File: config.mk
export PLATFORM = sky130hd
export DESIGN_NAME = exposure_sequencer
export DESIGN_NICKNAME = d
export VERILOG_FILES = /design/src/rtl/expseq_pkg.sv /design/src/rtl/expseq_ctrl.sv /design/src/rtl/expseq_datapath.sv /design/src/rtl/exposure_sequencer.sv
export SDC_FILE = /design/constraint.sdc
export NUM_CORES = 1
export LEC_CHECK = 0
export ABC_AREA = 1
export BUFFER_PORTS_ARGS = -buffer_cell sky130_fd_sc_hd__buf_4
export CAP_MARGIN = 0
export CORE_MARGIN = 1
export CORE_UTILIZATION = 47
export CTS_CLUSTER_SIZE = 28
export DETAILED_ROUTE_END_ITERATION = 7
export PLACE_DENSITY = 0.73
export SLEW_MARGIN = 20
export SYNTH_ARGS = -nofsm -noshare
export SYNTH_HDL_FRONTEND = slang
export SYNTH_SLANG_ARGS = --single-unit
File: constraint.sdc
create_clock -name clk -period 1.4 [get_ports clk]
set_input_delay 0.28 -clock clk [delete_from_list [all_inputs] [get_ports clk]]
set_output_delay 0.28 -clock clk [all_outputs]
set_load 0.05 [all_outputs]
File: src/rtl/expseq_pkg.sv
package expseq_pkg;

  typedef enum logic [1:0] {
    ST_IDLE  = 2'd0,
    ST_CLEAR = 2'd1,
    ST_RUN   = 2'd2,
    ST_PAUSE = 2'd3
  } expState_t;

  // control -> datapath strobes, all valid for one cycle
  typedef struct packed {
    logic zeroTime;
    logic countTime;
    logic shutOpen;   // sequence-driven open
    logic shutClose;  // sequence-driven close (highest priority)
    logic manOpen;
    logic manClose;
    logic markPend;
    logic dropPend;
    logic sayDone;
    logic reqRead;
    logic reqIdle;
  } expStrobe_t;

endpackage

File: src/rtl/expseq_ctrl.sv
module expseq_ctrl
  import expseq_pkg::*;
(
  input  logic       clk,
  input  logic       rstN,
  input  logic       cmdStart,
  input  logic       cmdPause,
  input  logic       cmdResume,
  input  logic       cmdAbort,
  input  logic       cmdOpen,
  input  logic       cmdClose,
  input  logic       shutterOpt,
  input  logic       msTick,
  input  logic       clrAck,
  input  logic       atTarget,
  output expStrobe_t str,
  output logic       clrReq,
  output logic       exposing,
  output logic       paused
);

  expState_t state, nxt;

  always_ff @(posedge clk) begin
    if (!rstN) state <= ST_IDLE;
    else       state <= nxt;
  end

  always_comb begin
    nxt = state;
    str = '0;
    if (cmdAbort) begin
      nxt           = ST_IDLE;
      str.shutClose = 1'b1;
      str.reqIdle   = 1'b1;
      str.sayDone   = 1'b1;
    end else begin
      case (state)
        ST_IDLE: begin
          if (cmdStart) begin
            nxt          = ST_CLEAR;
            str.dropPend = 1'b1;
          end
        end
        ST_CLEAR: begin
          if (clrAck) begin
            nxt          = ST_RUN;
            str.zeroTime = 1'b1;
            str.shutOpen = shutterOpt;
            str.sayDone  = 1'b1;
          end
        end
        ST_RUN: begin
          if (atTarget) begin
            nxt           = ST_IDLE;
            str.shutClose = 1'b1;
            str.reqRead   = 1'b1;
            str.markPend  = 1'b1;
          end else if (cmdPause) begin
            nxt           = ST_PAUSE;
            str.shutClose = 1'b1;
          end else if (msTick) begin
            str.countTime = 1'b1;
          end
        end
        ST_PAUSE: begin
          if (cmdResume) begin
            nxt          = ST_RUN;
            str.shutOpen = shutterOpt;
          end
        end
        default: nxt = ST_IDLE;
      endcase
      str.manOpen  = cmdOpen;
      str.manClose = cmdClose;
      if (cmdPause || cmdResume || cmdOpen || cmdClose) str.sayDone = 1'b1;
      if (cmdStart && state != ST_IDLE) str.sayDone = 1'b1;
    end
  end

  assign clrReq   = (state == ST_CLEAR);
  assign exposing = (state == ST_RUN) || (state == ST_PAUSE);
  assign paused   = (state == ST_PAUSE);


  clear_hold_chk: assert property (@(posedge clk) disable iff (!rstN)
    (clrReq && !clrAck && !cmdAbort) |=> clrReq);


  start_after_ack_chk: assert property (@(posedge clk) disable iff (!rstN)
    $rose(exposing) |-> $past(clrAck));


  abort_idle_chk: assert property (@(posedge clk) disable iff (!rstN)
    cmdAbort |=> (!exposing && !clrReq));

endmodule

File: src/rtl/expseq_datapath.sv
module expseq_datapath
  import expseq_pkg::*;
#(
  parameter int TIME_W = 24
) (
  input  logic              clk,
  input  logic              rstN,
  input  expStrobe_t        str,
  input  logic [TIME_W-1:0] targetTime,
  output logic [TIME_W-1:0] elapsed,
  output logic              atTarget,
  output logic              shutterOpen,
  output logic              readPend,
  output logic              cmdDone,
  output logic              readoutReq,
  output logic              idleReq
);

  localparam logic [TIME_W-1:0] ONE = TIME_W'(1);

  always_ff @(posedge clk) begin
    if (!rstN) begin
      elapsed     <= '0;
      shutterOpen <= 1'b0;
      readPend    <= 1'b0;
      cmdDone     <= 1'b0;
      readoutReq  <= 1'b0;
      idleReq     <= 1'b0;
    end else begin
      if (str.zeroTime)       elapsed <= '0;
      else if (str.countTime) elapsed <= elapsed + ONE;

      if (str.shutClose)     shutterOpen <= 1'b0;
      else if (str.shutOpen) shutterOpen <= 1'b1;
      else if (str.manClose) shutterOpen <= 1'b0;
      else if (str.manOpen)  shutterOpen <= 1'b1;

      if (str.markPend)      readPend <= 1'b1;
      else if (str.dropPend) readPend <= 1'b0;

      cmdDone    <= str.sayDone;
      readoutReq <= str.reqRead;
      idleReq    <= str.reqIdle;
    end
  end

  assign atTarget = (elapsed == targetTime);


  elapsed_step_chk: assert property (@(posedge clk) disable iff (!rstN)
    (elapsed != $past(elapsed)) |-> ((elapsed == $past(elapsed) + ONE) || (elapsed == '0)));


  read_at_target_chk: assert property (@(posedge clk) disable iff (!rstN)
    readoutReq |-> ($past(elapsed) == $past(targetTime)));


  close_wins_chk: assert property (@(posedge clk) disable iff (!rstN)
    str.shutClose |=> !shutterOpen);

endmodule

File: src/rtl/exposure_sequencer.sv
module exposure_sequencer
  import expseq_pkg::*;
#(
  parameter int TIME_W = 24
) (
  input  logic              clk,
  input  logic              rstN,
  input  logic              cmdStart,
  input  logic              cmdPause,
  input  logic              cmdResume,
  input  logic              cmdAbort,
  input  logic              cmdOpen,
  input  logic              cmdClose,
  input  logic              shutterOpt,
  input  logic [TIME_W-1:0] targetTime,
  input  logic              msTick,
  input  logic              clrAck,
  output logic              clrReq,
  output logic              readoutReq,
  output logic              idleReq,
  output logic              cmdDone,
  output logic              shutterN,
  output logic [3:0]        status,
  output logic [TIME_W-1:0] elapsed
);

  expStrobe_t str;
  logic atTarget, exposing, paused, shutterOpen, readPend;

  expseq_ctrl u_ctrl (
    .clk(clk), .rstN(rstN),
    .cmdStart(cmdStart), .cmdPause(cmdPause), .cmdResume(cmdResume),
    .cmdAbort(cmdAbort), .cmdOpen(cmdOpen), .cmdClose(cmdClose),
    .shutterOpt(shutterOpt), .msTick(msTick), .clrAck(clrAck),
    .atTarget(atTarget), .str(str), .clrReq(clrReq),
    .exposing(exposing), .paused(paused)
  );

  expseq_datapath #(.TIME_W(TIME_W)) u_dp (
    .clk(clk), .rstN(rstN), .str(str), .targetTime(targetTime),
    .elapsed(elapsed), .atTarget(atTarget), .shutterOpen(shutterOpen),
    .readPend(readPend), .cmdDone(cmdDone), .readoutReq(readoutReq),
    .idleReq(idleReq)
  );

  assign shutterN = ~shutterOpen;
  assign status   = {readPend, shutterOpen, exposing, paused};

endmodule

### Word level (Yosys, flattened, before mapping)

Cells that the tools add are included.

* eq/ne operators: 8
* bitwise operators: 2
* reduce and logical (&&, ||, !) cells: 13
* $add $sub $neg: 1
* muxes and demuxes: 34

Operator list (number)
* $mux W1: 25
* $add A24 B1 Y24 const B: 1
* $eq A24 B24 Y1: 1
* $mux W2: 5
* $pmux W2 S4: 1
* $ne A2 B2 Y1 const B: 3
* $reduce_or A2 Y1: 3
* $eq A2 B2 Y1 const B: 2
* $logic_or A1 B1 Y1: 4
* $mux W4: 1
* $reduce_and A4 Y1: 1
* $reduce_bool A2 Y1: 2
* $mux W3: 1
* $ne A3 B3 Y1 const B: 1
* $reduce_bool A3 Y1: 1
* $eq A2 B1 Y1 const B: 1
* $logic_not A2 Y1: 1
* $not A1 Y1: 2
* $pmux W1 S2: 1
* $logic_and A1 B1 Y1: 1

* flip-flop bits (word level): 31
* input bits: 35
* output and inout bits: 33
* logic and storage cells: 65

### Logic depth before layout (Yosys ltp)

* depth in word-level cells: 7
* depth in mapped cells: 13
* depth with buffers taken out: 12

### Cells and area by module

Synthesis repeated with hierarchy kept, for this count alone.

* cells, all modules: 383
* area, all modules: 2147.1 µm²

By module, submodules not included
* expseq_datapath: cells each 326, seq. area each 580.6 µm², area an instance 1836.8 µm², times used 1
* expseq_ctrl: cells each 52, seq. area each 40.0 µm², area an instance 276.5 µm², times used 1
* exposure_sequencer: cells each 5, seq. area each 0.0 µm², area an instance 33.8 µm², times used 1

### Worst setup path after synthesis

OpenSTA, ideal clock, no wires.

* path type: flip-flop to flip-flop
* start: register u_ctrl.state[0]
* end: register u_dp.elapsed[12]
* period minus slack after synthesis: 1962 ps
* setup time: 113 ps
* slack: -562 ps
* data required time: 1287 ps
* cell stages (with the launch flop): 7
* buffers on the path: 1
* data arrival time: 1849 ps
* cells stage by stage: dfxtp_1 -> inv_1 -> nor2_1 -> a31oi_1 -> clkbuf_2 -> o21ai_1 -> nor2_1

* longest elaborated chain between the ends: 4
* elaborated cells between the ends (all ways): 6
* those cells by class: eq/ne: 2; mux: 3; reduce/logical: 1

RTL lines
* start, declared: line expseq_ctrl.sv:22 `expState_t state, nxt;`
* start signal, assigned: line expseq_ctrl.sv:26 `else state <= nxt;`
* $eq A2 B1 Y1
* named net clrReq: line exposure_sequencer.sv:18 `output logic clrReq,`
* $mux W1: line expseq_ctrl.sv:38 `case (state)`
* $mux W3: line expseq_ctrl.sv:32 `if (cmdAbort) begin`
* $reduce_or A2 Y1 (no source line)
* end signal, assigned: line expseq_datapath.sv:31 `else if (str.countTime) elapsed <= elapsed + ONE;`
* end, declared: line expseq_datapath.sv:10 `output logic [TIME_W-1:0] elapsed,`

The timed path passes the listed nets, and every way through them passes these cells.
A chain may end at the register's enable or synchronous reset.

### Worst setup path after layout

* start: register u_dp.elapsed[6]
* end: register u_ctrl.state[0]

* longest elaborated chain between the ends: 3
* elaborated cells between the ends (all ways): 5
* those cells by class: eq/ne: 2; mux: 2; reduce/logical: 1

RTL lines
* $eq A24 B24 Y1 *: line expseq_datapath.sv:47 `assign atTarget = (elapsed == targetTime);`
* $ne A3 B3 Y1 (no source line) or $mux W2 (tied branches)
* $reduce_and A4 Y1 (no source line) or $pmux W2 S4 (tied branches)

Every way passes the cells marked *; elsewhere a longest branch is shown, timed or not.

==> run_results.csv <==
group,metric,value,unit
status,status,"finished with violations",
status,violations,"setup timing",
hold_path,hold_class,"input port to flip-flop",
die,dieWidth,72.9,um
pwr,peakVddDrop,0.487,mV
final_layout,diodes,0,
die,die_h,72.9,um
cts,worstSkewPairLatency,0.29,ns
routing,routed_via_density,5.04,
global_route,grt_pass1_vias,2873,
logic_synthesis,syn_area,2360,sq um
timing,max_freq,0.586,GHz
final_layout,nets,593,
global_route,globalRouteOverflowTotal,0,
setup_path,cpMostUsedCell,"nand2_1",
global_route,grt_usage,28.7,%
routing,dr_total_vias,3150,
logic_synthesis,synth_area_per_cell,5.65,sq um
setup_path,end_kind,"flip-flop",
routing,wl_per_cell,12.7,um
timing,drv_slew,0,
cts,cts_hold_buf,0,
cts,cts_buffer_depth,2,
placement,hpwlAfterDp,5300,um
cts,clk_pin_slew,0.07,ns
die,core_area,4790,sq um
placement,gp_congestion,0.950,
timing,period_share,122,%
logic_synthesis,syn_inst,418,
hold_path,whs_endpoint,"u_dp.idleReq",
routing,drtAntennaViolNets,0,
cts,cts_tree,"yes",
setup_path,cp.depth,12,
timing,finalWorstSetupSlack,-0.306,ns
cts,cts.sinks,31,
logic_synthesis,synth_nets,454,
routing,drt-initial-drc-count,246,
setup_path,timing.critical_path.fanout_max,5,
timing,finalCriticalPeriod,1.71,ns
timing,setup_violations,30,
hold_path,holdPathStages,3,
die,start_util,49.4,%
cts,cts_root_buf,"clkbuf_8",
flow_run,max_cap_viol_count,0,
setup_path,crit_required,1.58,ns
cts,numCtsBuffers,5,
setup_path,cp_slowest_cell,"dfxtp_4",
placement,port_buffers,67,
timing,hold_violations,0,
final_layout,final_util,82.6,%
final_layout,drive_gt1_share,42.8,%
die,dieArea,5310,sq um
setup_path,path_cells,"inv_2 > nand2_1 > nand2_1 > nor2_1 > nand2_1 > nor2_4 > nand3_4 > buf_6 > nor2_4 > nor2_1 > nand2_1 > nor2_1",
hold_path,holdCritStartpoint,"rstN",
global_route,antenna_found_initial,0,
final_layout,syn2layout_area_growth,67.4,%
logic_synthesis,synth_edf_count,0,
timing,fin_skew,0.00721,ns
logic_synthesis,ys_types,31,
setup_path,criticalPathCategory,"flip-flop to flip-flop",
global_route,grt_pass1_wl,11800,um
setup_path,worst_setup_path_start_kind,"flip-flop",
setup_path,path_delay_family,"simple AND/OR/NAND/NOR gates",
logic_synthesis,ys_ff_latch,31,
die,fp-row-count,25,
setup_path,worst-path-buf-inv,2,
timing,rsz0062_at_grt,"true",
setup_path,rrSetupSlack,-0.31,ns
timing,tightest_slew,0.341,ns
placement,placed_area,3570,sq um
pwr,power_density,494,nW/um^2
final_layout,finish.instance_area,3960,sq um
logic_synthesis,synth-async-reset-ratio,0,%
routing,drc,0,
logic_synthesis,ys.flop_type,"dfxtp_1",
die,io_pins,68,
setup_path,r2r_end,"u_ctrl.state[0]",
setup_path,rr_worst_depth,12,
logic_synthesis,yosysSeqAreaShare,26.3,%
logic_synthesis,yosys_warnings,0,
global_route,grt_max_degree,25,
routing,drtPass1Iterations,5,
setup_path,r2r-start,"u_dp.elapsed[6]",
setup_path,worstPathArrival,1.89,ns
setup_path,max_stage_delay,0.38,ns
cts,h-tree-depth,2,
timing,timing.setup.tns,-7.10,ns
routing,wl,7910,um
timing,slew_headroom,77.0,%
pwr,leakagePower,2.04,nW
==> layout by cell type (no fill, tap or decap), types with 2 or more instances in the layout <==
| master | instances |
|---|---|
| o21ai_2 | 2 |
| nor2_1 | 61 |
| buf_4 | 130 |
| dfxtp_1 | 6 |
| inv_2 | 11 |
| o21ai_0 | 4 |
| nand4_2 | 9 |
| nand2_2 | 2 |
| dfxtp_4 | 25 |
| xor2_1 | 2 |
| nor2_2 | 14 |
| nand4_1 | 12 |
| buf_8 | 2 |
| nor3_2 | 2 |
| nor2_4 | 6 |
| nand3_1 | 5 |
| a21oi_1 | 2 |
| o21ai_1 | 18 |
| buf_12 | 5 |
| nor3_4 | 2 |
| nand3_4 | 5 |
| clkbuf_8 | 6 |
| nand2_1 | 127 |
| buf_6 | 8 |
| nor3_1 | 4 |
| inv_1 | 72 |
| nand3_2 | 3 |
==> state kept, by name, indices dropped and copies added (netlist names) <==
name	count
u_dp.readPend	1
u_dp.readoutReq	1
u_dp.shutterOpen	1
u_dp.elapsed	24
u_ctrl.state	2
u_dp.cmdDone	1
u_dp.idleReq	1
==> per-stage QoR <==
step	cells	hold WS [ns]	power (mW)	setup slack (ns)
final	625	0.187	1.95	-0.306
after global routing	625	0.225	2.02	-0.390
after CTS	620	0.190	1.93	-0.166
after detailed placement	605	0.476	1.18	-0.218
after global placement	605	0.467	1.17	-0.208
after floorplan	418	0.378	1.03	-0.136
==> per-layer routing <==
| metal | up-vias | GRT usage (%) | wire (um) | share of wire, % |
|---|---|---|---|---|
| li1 | 1558 | - | - | - |
| met4 | 0 | 10.0 | 274 | 3.5 |
| met1 | 1417 | 29.5 | 3130 | 40 |
| met3 | 29 | 7.04 | 447 | 5.7 |
| met5 | - | 0 | 0 | 0 |
| met2 | 146 | 55.9 | 4060 | 51 |
==> worst reg2reg max path, cell delays in order (launching register included) <==
cell     delay (ns)
dfxtp_4        0.38
inv_2          0.06
nand2_1        0.05
nand2_1        0.05
nor2_1         0.19
nand2_1        0.13
nor2_4         0.14
nand3_4        0.12
buf_6          0.17
nor2_4         0.13
nor2_1         0.07
nand2_1        0.07
nor2_1         0.04
==> cell type report <==
cell class | instances | area [sq um]
Clock buffer | 7 | 86.3
Clock inverter | 1 | 5.00
Sequential cell | 31 | 714
Fill cell | 346 | 831
Multi-Input combinational cell | 289 | 1550
Timing Repair Buffer | 145 | 1200
Tap cell | 67 | 83.8
Inverter | 85 | 322
==> how the worst max path moves through the flow <==
stage / startpoint / endpoint / slack [ns]
5_1_grt: u_dp.elapsed[3] / u_dp.elapsed[21] / -0.39
2_1_floorplan: u_dp.elapsed[1] / u_dp.elapsed[16] / -0.14
3_5_place_dp: u_dp.elapsed[2] / u_dp.elapsed[21] / -0.22
3_3_place_gp: u_dp.elapsed[2] / u_dp.elapsed[21] / -0.21
6_report: u_dp.elapsed[6] / u_ctrl.state[0] / -0.31
4_1_cts: u_dp.elapsed[0] / u_dp.elapsed[21] / -0.17
==> logic make-up after synthesis <==
family | share of synthesized area, %
simple gates | 48.1
buf+inv | 17.4
flops | 26.3
fa+ha+maj | 0.530
compound gates | 6.94
xor+xnor | 0.742
==> repair_timing <==
action / in CTS / in global routing
pin swaps: 15 / 22
gates resized for setup: 25 / 28
setup buffers: 7 / 5
endpoints found under the setup margin: 30 / 32
==> cell usage after synthesis (5+ instances only) <==
cell,count,area (sq um)
dfxtp_1,31,621
nand2_1,129,484
nor3_1,7,35.0
inv_1,79,297
o21ai_1,15,75.1
nand4_2,10,125
inv_2,5,18.8
buf_4,6,45.0
nand4_1,12,75.1
nor2_1,78,293
o21ai_0,8,40.0
nand3_1,12,60.1
==> where the power goes <==
part	internal (mW)	switching, mW
Clock	0.397	0.366
Sequential	0.841	0.00659
Combinational	0.153	0.189
Total	1.39	0.561
Note: power is estimated with default switching activity, not from simulation.
